==> src/rtl/xlat_tlb_pkg.sv <==
package xlat_tlb_pkg;

  localparam int VPN_W   = 27;
  localparam int PPN_W   = 44;
  localparam int PERM_W  = 8;
  localparam int LVL_W   = 9;
  localparam int NAPOT_W = 4;

  typedef enum logic [1:0] {
    PG_4K  = 2'd0,
    PG_64K = 2'd1,
    PG_2M  = 2'd2,
    PG_1G  = 2'd3
  } pg_size_e;

  // Bits of the page number that take part in the tag compare.
  function automatic logic [VPN_W-1:0] keep_mask(input pg_size_e sz);
    logic [VPN_W-1:0] m;
    m = {VPN_W{1'b1}};
    case (sz)
      PG_64K:  m = {VPN_W{1'b1}} << NAPOT_W;
      PG_2M:   m = {VPN_W{1'b1}} << LVL_W;
      PG_1G:   m = {VPN_W{1'b1}} << (2 * LVL_W);
      default: m = {VPN_W{1'b1}};
    endcase
    return m;
  endfunction

endpackage

==> src/rtl/xlat_tlb_cmp.sv <==
module xlat_tlb_cmp
  import xlat_tlb_pkg::*;
#(
  parameter int ASID_W = 16,
  parameter int VMID_W = 14
) (
  input  logic              e_valid,
  input  logic [VPN_W-1:0]  e_vpn,
  input  logic [ASID_W-1:0] e_asid,
  input  logic [VMID_W-1:0] e_vmid,
  input  logic              e_glob,
  input  pg_size_e          e_size,
  input  logic [VPN_W-1:0]  lk_vpn,
  input  logic [ASID_W-1:0] lk_asid,
  input  logic [VMID_W-1:0] lk_vmid,
  input  logic              fl_use_addr,
  input  logic              fl_use_asid,
  input  logic [VPN_W-1:0]  fl_vpn,
  input  logic [ASID_W-1:0] fl_asid,
  input  logic [VMID_W-1:0] fl_vmid,
  output logic              lk_match,
  output logic              fl_match
);

  logic [VPN_W-1:0] mask;
  logic             fl_addr_ok;
  logic             fl_id_ok;

  always_comb begin
    mask     = keep_mask(e_size);
    lk_match = e_valid && (e_vmid == lk_vmid) && (e_glob || (e_asid == lk_asid)) &&
               (((e_vpn ^ lk_vpn) & mask) == '0);

    fl_addr_ok = !fl_use_addr || (((e_vpn ^ fl_vpn) & mask) == '0);
    if (!fl_use_asid)     fl_id_ok = 1'b1;
    else if (fl_use_addr) fl_id_ok = e_glob || (e_asid == fl_asid);
    else                  fl_id_ok = !e_glob && (e_asid == fl_asid);

    if (!fl_use_addr && !fl_use_asid) fl_match = e_valid;
    else fl_match = e_valid && (e_vmid == fl_vmid) && fl_addr_ok && fl_id_ok;
  end

endmodule

==> src/rtl/xlat_tlb_victim.sv <==
module xlat_tlb_victim #(
  parameter int ENTRIES = 16,
  localparam int IDX_W  = $clog2(ENTRIES)
) (
  input  logic [ENTRIES-1:0] occupied,
  input  logic [IDX_W-1:0]   rr_ptr,
  output logic [IDX_W-1:0]   victim,
  output logic               from_rr
);

  always_comb begin
    victim  = rr_ptr;
    from_rr = 1'b1;
    for (int i = ENTRIES - 1; i >= 0; i--) begin
      if (!occupied[i]) begin
        victim  = IDX_W'(i);
        from_rr = 1'b0;
      end
    end
  end

endmodule

==> src/rtl/xlat_tlb.sv <==
module xlat_tlb
  import xlat_tlb_pkg::*;
#(
  parameter int ENTRIES = 16,
  parameter int ASID_W  = 16,
  parameter int VMID_W  = 14
) (
  input  logic              clk,
  input  logic              rst_n,
  input  logic [26:0]       lk_vpn,
  input  logic [ASID_W-1:0] lk_asid,
  input  logic [VMID_W-1:0] lk_vmid,
  output logic              lk_hit,
  output logic [43:0]       lk_ppn,
  output logic [7:0]        lk_perm,
  output logic [1:0]        lk_size,
  input  logic              rf_valid,
  input  logic [26:0]       rf_vpn,
  input  logic [ASID_W-1:0] rf_asid,
  input  logic [VMID_W-1:0] rf_vmid,
  input  logic              rf_global,
  input  logic [43:0]       rf_ppn,
  input  logic [7:0]        rf_perm,
  input  logic [1:0]        rf_size,
  input  logic              fl_valid,
  input  logic              fl_use_addr,
  input  logic              fl_use_asid,
  input  logic [26:0]       fl_vpn,
  input  logic [ASID_W-1:0] fl_asid,
  input  logic [VMID_W-1:0] fl_vmid
);

  localparam int IDX_W = $clog2(ENTRIES);

  logic [ENTRIES-1:0] valid_q, valid_d, valid_post, kill, wr_en;
  logic [ENTRIES-1:0] lk_match, fl_match;
  logic [IDX_W-1:0]   rr_q, rr_d, victim, sel;
  logic               from_rr, state_en, found;

  logic [VPN_W-1:0]  e_vpn  [ENTRIES];
  logic [PPN_W-1:0]  e_ppn  [ENTRIES];
  logic [ASID_W-1:0] e_asid [ENTRIES];
  logic [VMID_W-1:0] e_vmid [ENTRIES];
  logic              e_glob [ENTRIES];
  logic [PERM_W-1:0] e_perm [ENTRIES];
  pg_size_e          e_size [ENTRIES];

  for (genvar g = 0; g < ENTRIES; g++) begin : g_slot
    xlat_tlb_cmp #(.ASID_W(ASID_W), .VMID_W(VMID_W)) u_cmp (
      .e_valid     (valid_q[g]),
      .e_vpn       (e_vpn[g]),
      .e_asid      (e_asid[g]),
      .e_vmid      (e_vmid[g]),
      .e_glob      (e_glob[g]),
      .e_size      (e_size[g]),
      .lk_vpn      (lk_vpn),
      .lk_asid     (lk_asid),
      .lk_vmid     (lk_vmid),
      .fl_use_addr (fl_use_addr),
      .fl_use_asid (fl_use_asid),
      .fl_vpn      (fl_vpn),
      .fl_asid     (fl_asid),
      .fl_vmid     (fl_vmid),
      .lk_match    (lk_match[g]),
      .fl_match    (fl_match[g])
    );

    // Entry payload: written only on install, no reset needed.
    always_ff @(posedge clk) begin
      if (wr_en[g]) begin
        e_vpn[g]  <= rf_vpn;
        e_ppn[g]  <= rf_ppn;
        e_asid[g] <= rf_asid;
        e_vmid[g] <= rf_vmid;
        e_glob[g] <= rf_global;
        e_perm[g] <= rf_perm;
        e_size[g] <= pg_size_e'(rf_size);
      end
    end
  end

  // Victim is chosen from the occupancy left after this cycle's flush.
  xlat_tlb_victim #(.ENTRIES(ENTRIES)) u_victim (
    .occupied (valid_post),
    .rr_ptr   (rr_q),
    .victim   (victim),
    .from_rr  (from_rr)
  );

  always_comb begin
    kill       = fl_valid ? fl_match : '0;
    valid_post = valid_q & ~kill;
    wr_en      = '0;
    if (rf_valid) wr_en[victim] = 1'b1;
    valid_d  = valid_post | wr_en;
    rr_d     = rr_q;
    if (rf_valid && from_rr) begin
      rr_d = (rr_q == IDX_W'(ENTRIES - 1)) ? '0 : rr_q + 1'b1;
    end
    state_en = fl_valid | rf_valid;
  end

  always_ff @(posedge clk or negedge rst_n) begin
    if (!rst_n) begin
      valid_q <= '0;
      rr_q    <= '0;
    end else if (state_en) begin
      valid_q <= valid_d;
      rr_q    <= rr_d;
    end
  end

  // Lookup: lowest-numbered matching slot wins.
  always_comb begin
    found = 1'b0;
    sel   = '0;
    for (int i = 0; i < ENTRIES; i++) begin
      if (!found && lk_match[i]) begin
        found = 1'b1;
        sel   = IDX_W'(i);
      end
    end
  end

  logic [VPN_W-1:0] out_mask;

  always_comb begin
    out_mask = keep_mask(e_size[sel]);
    lk_hit   = found;
    lk_ppn   = {e_ppn[sel][PPN_W-1:VPN_W],
                (e_ppn[sel][VPN_W-1:0] & out_mask) | (lk_vpn & ~out_mask)};
    lk_perm  = e_perm[sel];
    lk_size  = e_size[sel];
  end

endmodule

==> config.mk <==
export PLATFORM = sky130hd
export DESIGN_NAME = xlat_tlb
export DESIGN_NICKNAME = d
export VERILOG_FILES = /design/src/rtl/xlat_tlb_pkg.sv /design/src/rtl/xlat_tlb_cmp.sv /design/src/rtl/xlat_tlb_victim.sv /design/src/rtl/xlat_tlb.sv
export SDC_FILE = /design/constraint.sdc
export NUM_CORES = 2
export LEC_CHECK = 0
export ABC_CLOCK_PERIOD_IN_PS = 35300
export BUFFER_PORTS_ARGS = -buffer_cell sky130_fd_sc_hd__buf_2
export CAP_MARGIN = 5
export CORE_UTILIZATION = 40
export DETAILED_ROUTE_END_ITERATION = 8
export HOLD_SLACK_MARGIN = 0.15
export PLACE_DENSITY_LB_ADDON = 0.25
export SYNTH_ARGS = -nofsm -noshare
export SYNTH_HDL_FRONTEND = slang
export SYNTH_SLANG_ARGS = --single-unit
==> constraint.sdc <==
create_clock -name clk -period 35.3 [get_ports clk]
set_clock_uncertainty 0.15 [all_clocks]
set_input_delay 3.53 -clock clk [delete_from_list [all_inputs] [get_ports clk]]
set_output_delay 3.53 -clock clk [all_outputs]
set_load 0.01 [all_outputs]
==> results.ini <==
[worst_setup_path]
slowest_delay_ns = 1.14
crit_buf_inv = 5
crit_path_end_kind = primary output
crit_slowest_cell = nor4_1
criticalPathCategory = primary input to primary output
cp_max_fo = 176
rrSetupSlack_ns = 27.99
arrival_ns = 11.69
worstPathCellList = buf_2 -> xnor2_1 -> nand3_1 -> nor4_1 -> a41oi_1 -> o32ai_1 -> nand3b_1 -> nor3_1 -> nor2_4 -> buf_12 -> buf_4 -> buf_4 -> a211oi_1 -> a211oi_1 -> a21oi_1 -> a21oi_1 -> buf_2
crit_required_ns = 31.62
start_kind = primary input
critPathTopFamily = buffers and inverters

[power]
leakagePower_nw = 30.1
powerDensity_nw_per_um2 = 54.9
p_switching_mw = 1.36
p_total_mw = 5.27
peakVddDrop_mv = 0.0522
combPwrFrac_pct = 11.7
power_frac_seq_pct = 49.1
clkPwrFrac_pct = 39.2
switching_share_pct = 25.8
intPower_mw = 3.91

[cts]
cts_hold_buf = 0
cts_buffer_depth = 3
cts_buffers = 197
cts_htree_levels = 4
post_cts_resized = 0
cts_setup_buffers = 0
cts_tree = built
clock-sinks = 1812
clkTransAtPathRegs_ns = 0.06
clock_latency_ns = 0.87
cts-root-buf = clkbuf_16

[timing]
maxSlewViolCount = 0
worst_pin_slew_ns = 1.44
fin_ws_ns = 19.93
fin_tns_setup_ns = 0
max_freq_mhz = 65.1
rsz0062_at_grt = false
period_minus_slack_ns = 15.37
period_share_pct = 43.5
hold_viol = 0
slew_headroom_pct = 3.29
setup_viol = 0

[synth]
synth_area_leader_cell = edfxtp_1
synthArstFlopShare_pct = 1.10
syn_avg_cell_area_um2 = 14.4
synth_ff_type = edfxtp_1
synthesis.instances = 5949
synth_edf_count = 1792
synth.area.top_cells = edfxtp_1, xor2_1, xnor2_1
syn_nets = 6182
yosys.area.top_type_share_pct = 63.0
ys_ff_latch = 1812
yosysUniqueCellTypes = 69
netlist_area_um2 = 85400
yosysWarnings = 0
seq_area_frac_synth_pct = 63.6

[floorplan]
dieArea_um2 = 215000
fp.coreArea_um2 = 212000
start_util_pct = 40.3
die_w_um = 464
die_h_um = 464
fp-row-count = 169
io_pins = 287

[placed_design]
io_buffers = 286
dp_slack_ns = 20.09
gp_congestion = 0.955
placed_cell_area_um2 = 89600
dp_hpwl_um = 173000

[hold_path]
hold_path.class = register to register

[cells_and_area]
syn_to_final_growth_pct = 12.4
final_common_cell = edfxtp_1
nets = 6392
final_cell_mix = edfxtp_1, xor2_1, xnor2_1, a211oi_1, buf_2
final_core_utilization_pct = 45.3
drive_gt1_share_pct = 11.7
final_area_um2 = 96000

[global_route]
grt_overflow_total = 0
grt_pass1_wl_um = 390000
grt_pass1_vias = 50700
grt_max_degree = 192
antenna_found_initial = 48
grt_util_all_layers_pct = 25.5

[routing]
post_drt_wl_per_cell_um = 30.6
via_per_inst = 5.69
wl_um = 280000
vias = 52100
final_antenna_net_count = 0
drc_errors = 126
first_iter_violations = 5985
first_pass_iters = 9

[status]
violations = design-rule violations
status = complete, but fails checks

[flow_run]
cap_violations = 0

-- per-stage QoR --
step | instances | hold WS (ns)
after floorplan | 5949 | 0.318
after global placement | 8780 | 0.357
after detailed placement | 8780 | 0.369
after CTS | 9140 | 0.383
after global routing | 9144 | 0.393
final | 9156 | 0.388
-- flip-flops by register name, summed over array words and instances (netlist names) --
signal   flops
e_size      32
valid_q     16
e_vmid     224
e_glob      16
e_asid     256
rr_q         4
e_vpn      432
e_perm     128
e_ppn      704
-- synthesized netlist by cell type (all sizes together) (3+ instances only) --
cell / count
nand2: 39
nand4: 157
buf: 193
xnor2: 846
nand3: 70
a41o: 32
or3: 9
a21oi: 245
o21bai: 3
edfxtp: 1792
nor3: 61
o31a: 3
a32oi: 4
and2: 5
a41oi: 46
mux2i: 216
nor2b: 214
inv: 18
nor4: 253
o211ai: 3
clkbuf: 191
mux2: 22
o41ai: 14
a221oi: 3
nand2b: 7
or2: 10
dfrtp: 20
o311ai: 8
o2111ai: 7
o21ai: 25
a211oi: 364
a31oi: 12
nor2: 36
or4: 5
xor2: 979
o21a: 4
-- routing by layer --
layer | vias up | share of wire, % | wire length (µm) | global-route usage [%]
li1 | 22600 | - | - | -
met1 | 26600 | 42 | 118000 | 34.3
met2 | 2316 | 46 | 128000 | 40.1
met3 | 531 | 7.9 | 22000 | 5.28
met4 | 42 | 4.4 | 12400 | 10.5
met5 | - | 0.092 | 257 | 0
-- cell type report --
cell class | count | area, µm²
clock buffer | 255 | 5270
inverter | 18 | 77.6
fill | 18800 | 116000
antenna | 15 | 37.5
clock inverter | 105 | 1140
sequential | 1812 | 54300
multi-input combinational | 3735 | 29400
tap | 2821 | 3530
timing repair buffer | 395 | 2280
-- worst paths after layout --
kind,start,to,depth (start not counted)
setup / recovery,lk_vpn[15],lk_ppn[39],17
hold / removal,rr_q[3],rr_q[3],1
setup reg to reg,e_vpn[1][178],e_vmid[1][66],14
hold reg to reg,rr_q[3],rr_q[3],1
max in group asynchronous,rst_n,valid_q[9],1
min in group asynchronous,rst_n,valid_q[2],1
-- kinds of logic (layout without fill, tap and decap cells) --
group | count (synthesis) | after routing | synth area share [%]
multiplexers | 238 | 238 | 2.88
buffers and inverters | 402 | 773 | 2.26
other | 0 | 15 | 0
AND/OR/NAND/NOR | 873 | 873 | 6.07
flip-flops | 1812 | 1812 | 63.6
AO/OA/AOI/OAI | 798 | 798 | 6.49
adder cells (fa/ha/maj) | 1 | 1 | 0.0146
XOR/XNOR | 1825 | 1825 | 18.7
-- power groups by stage --
| stage | clock network, mW | logic [mW] | registers (mW) |
|---|---|---|---|
| after CTS | 2.10 | 0.613 | 2.58 |
| after floorplan | 0 | 0.353 | 2.64 |
| after global placement | 0 | 0.604 | 2.63 |
| after detailed placement | 0 | 0.610 | 2.63 |
| final | 2.07 | 0.615 | 2.58 |
| after global routing | 2.18 | 0.650 | 2.59 |
Power figures use the tool's default switching activity.
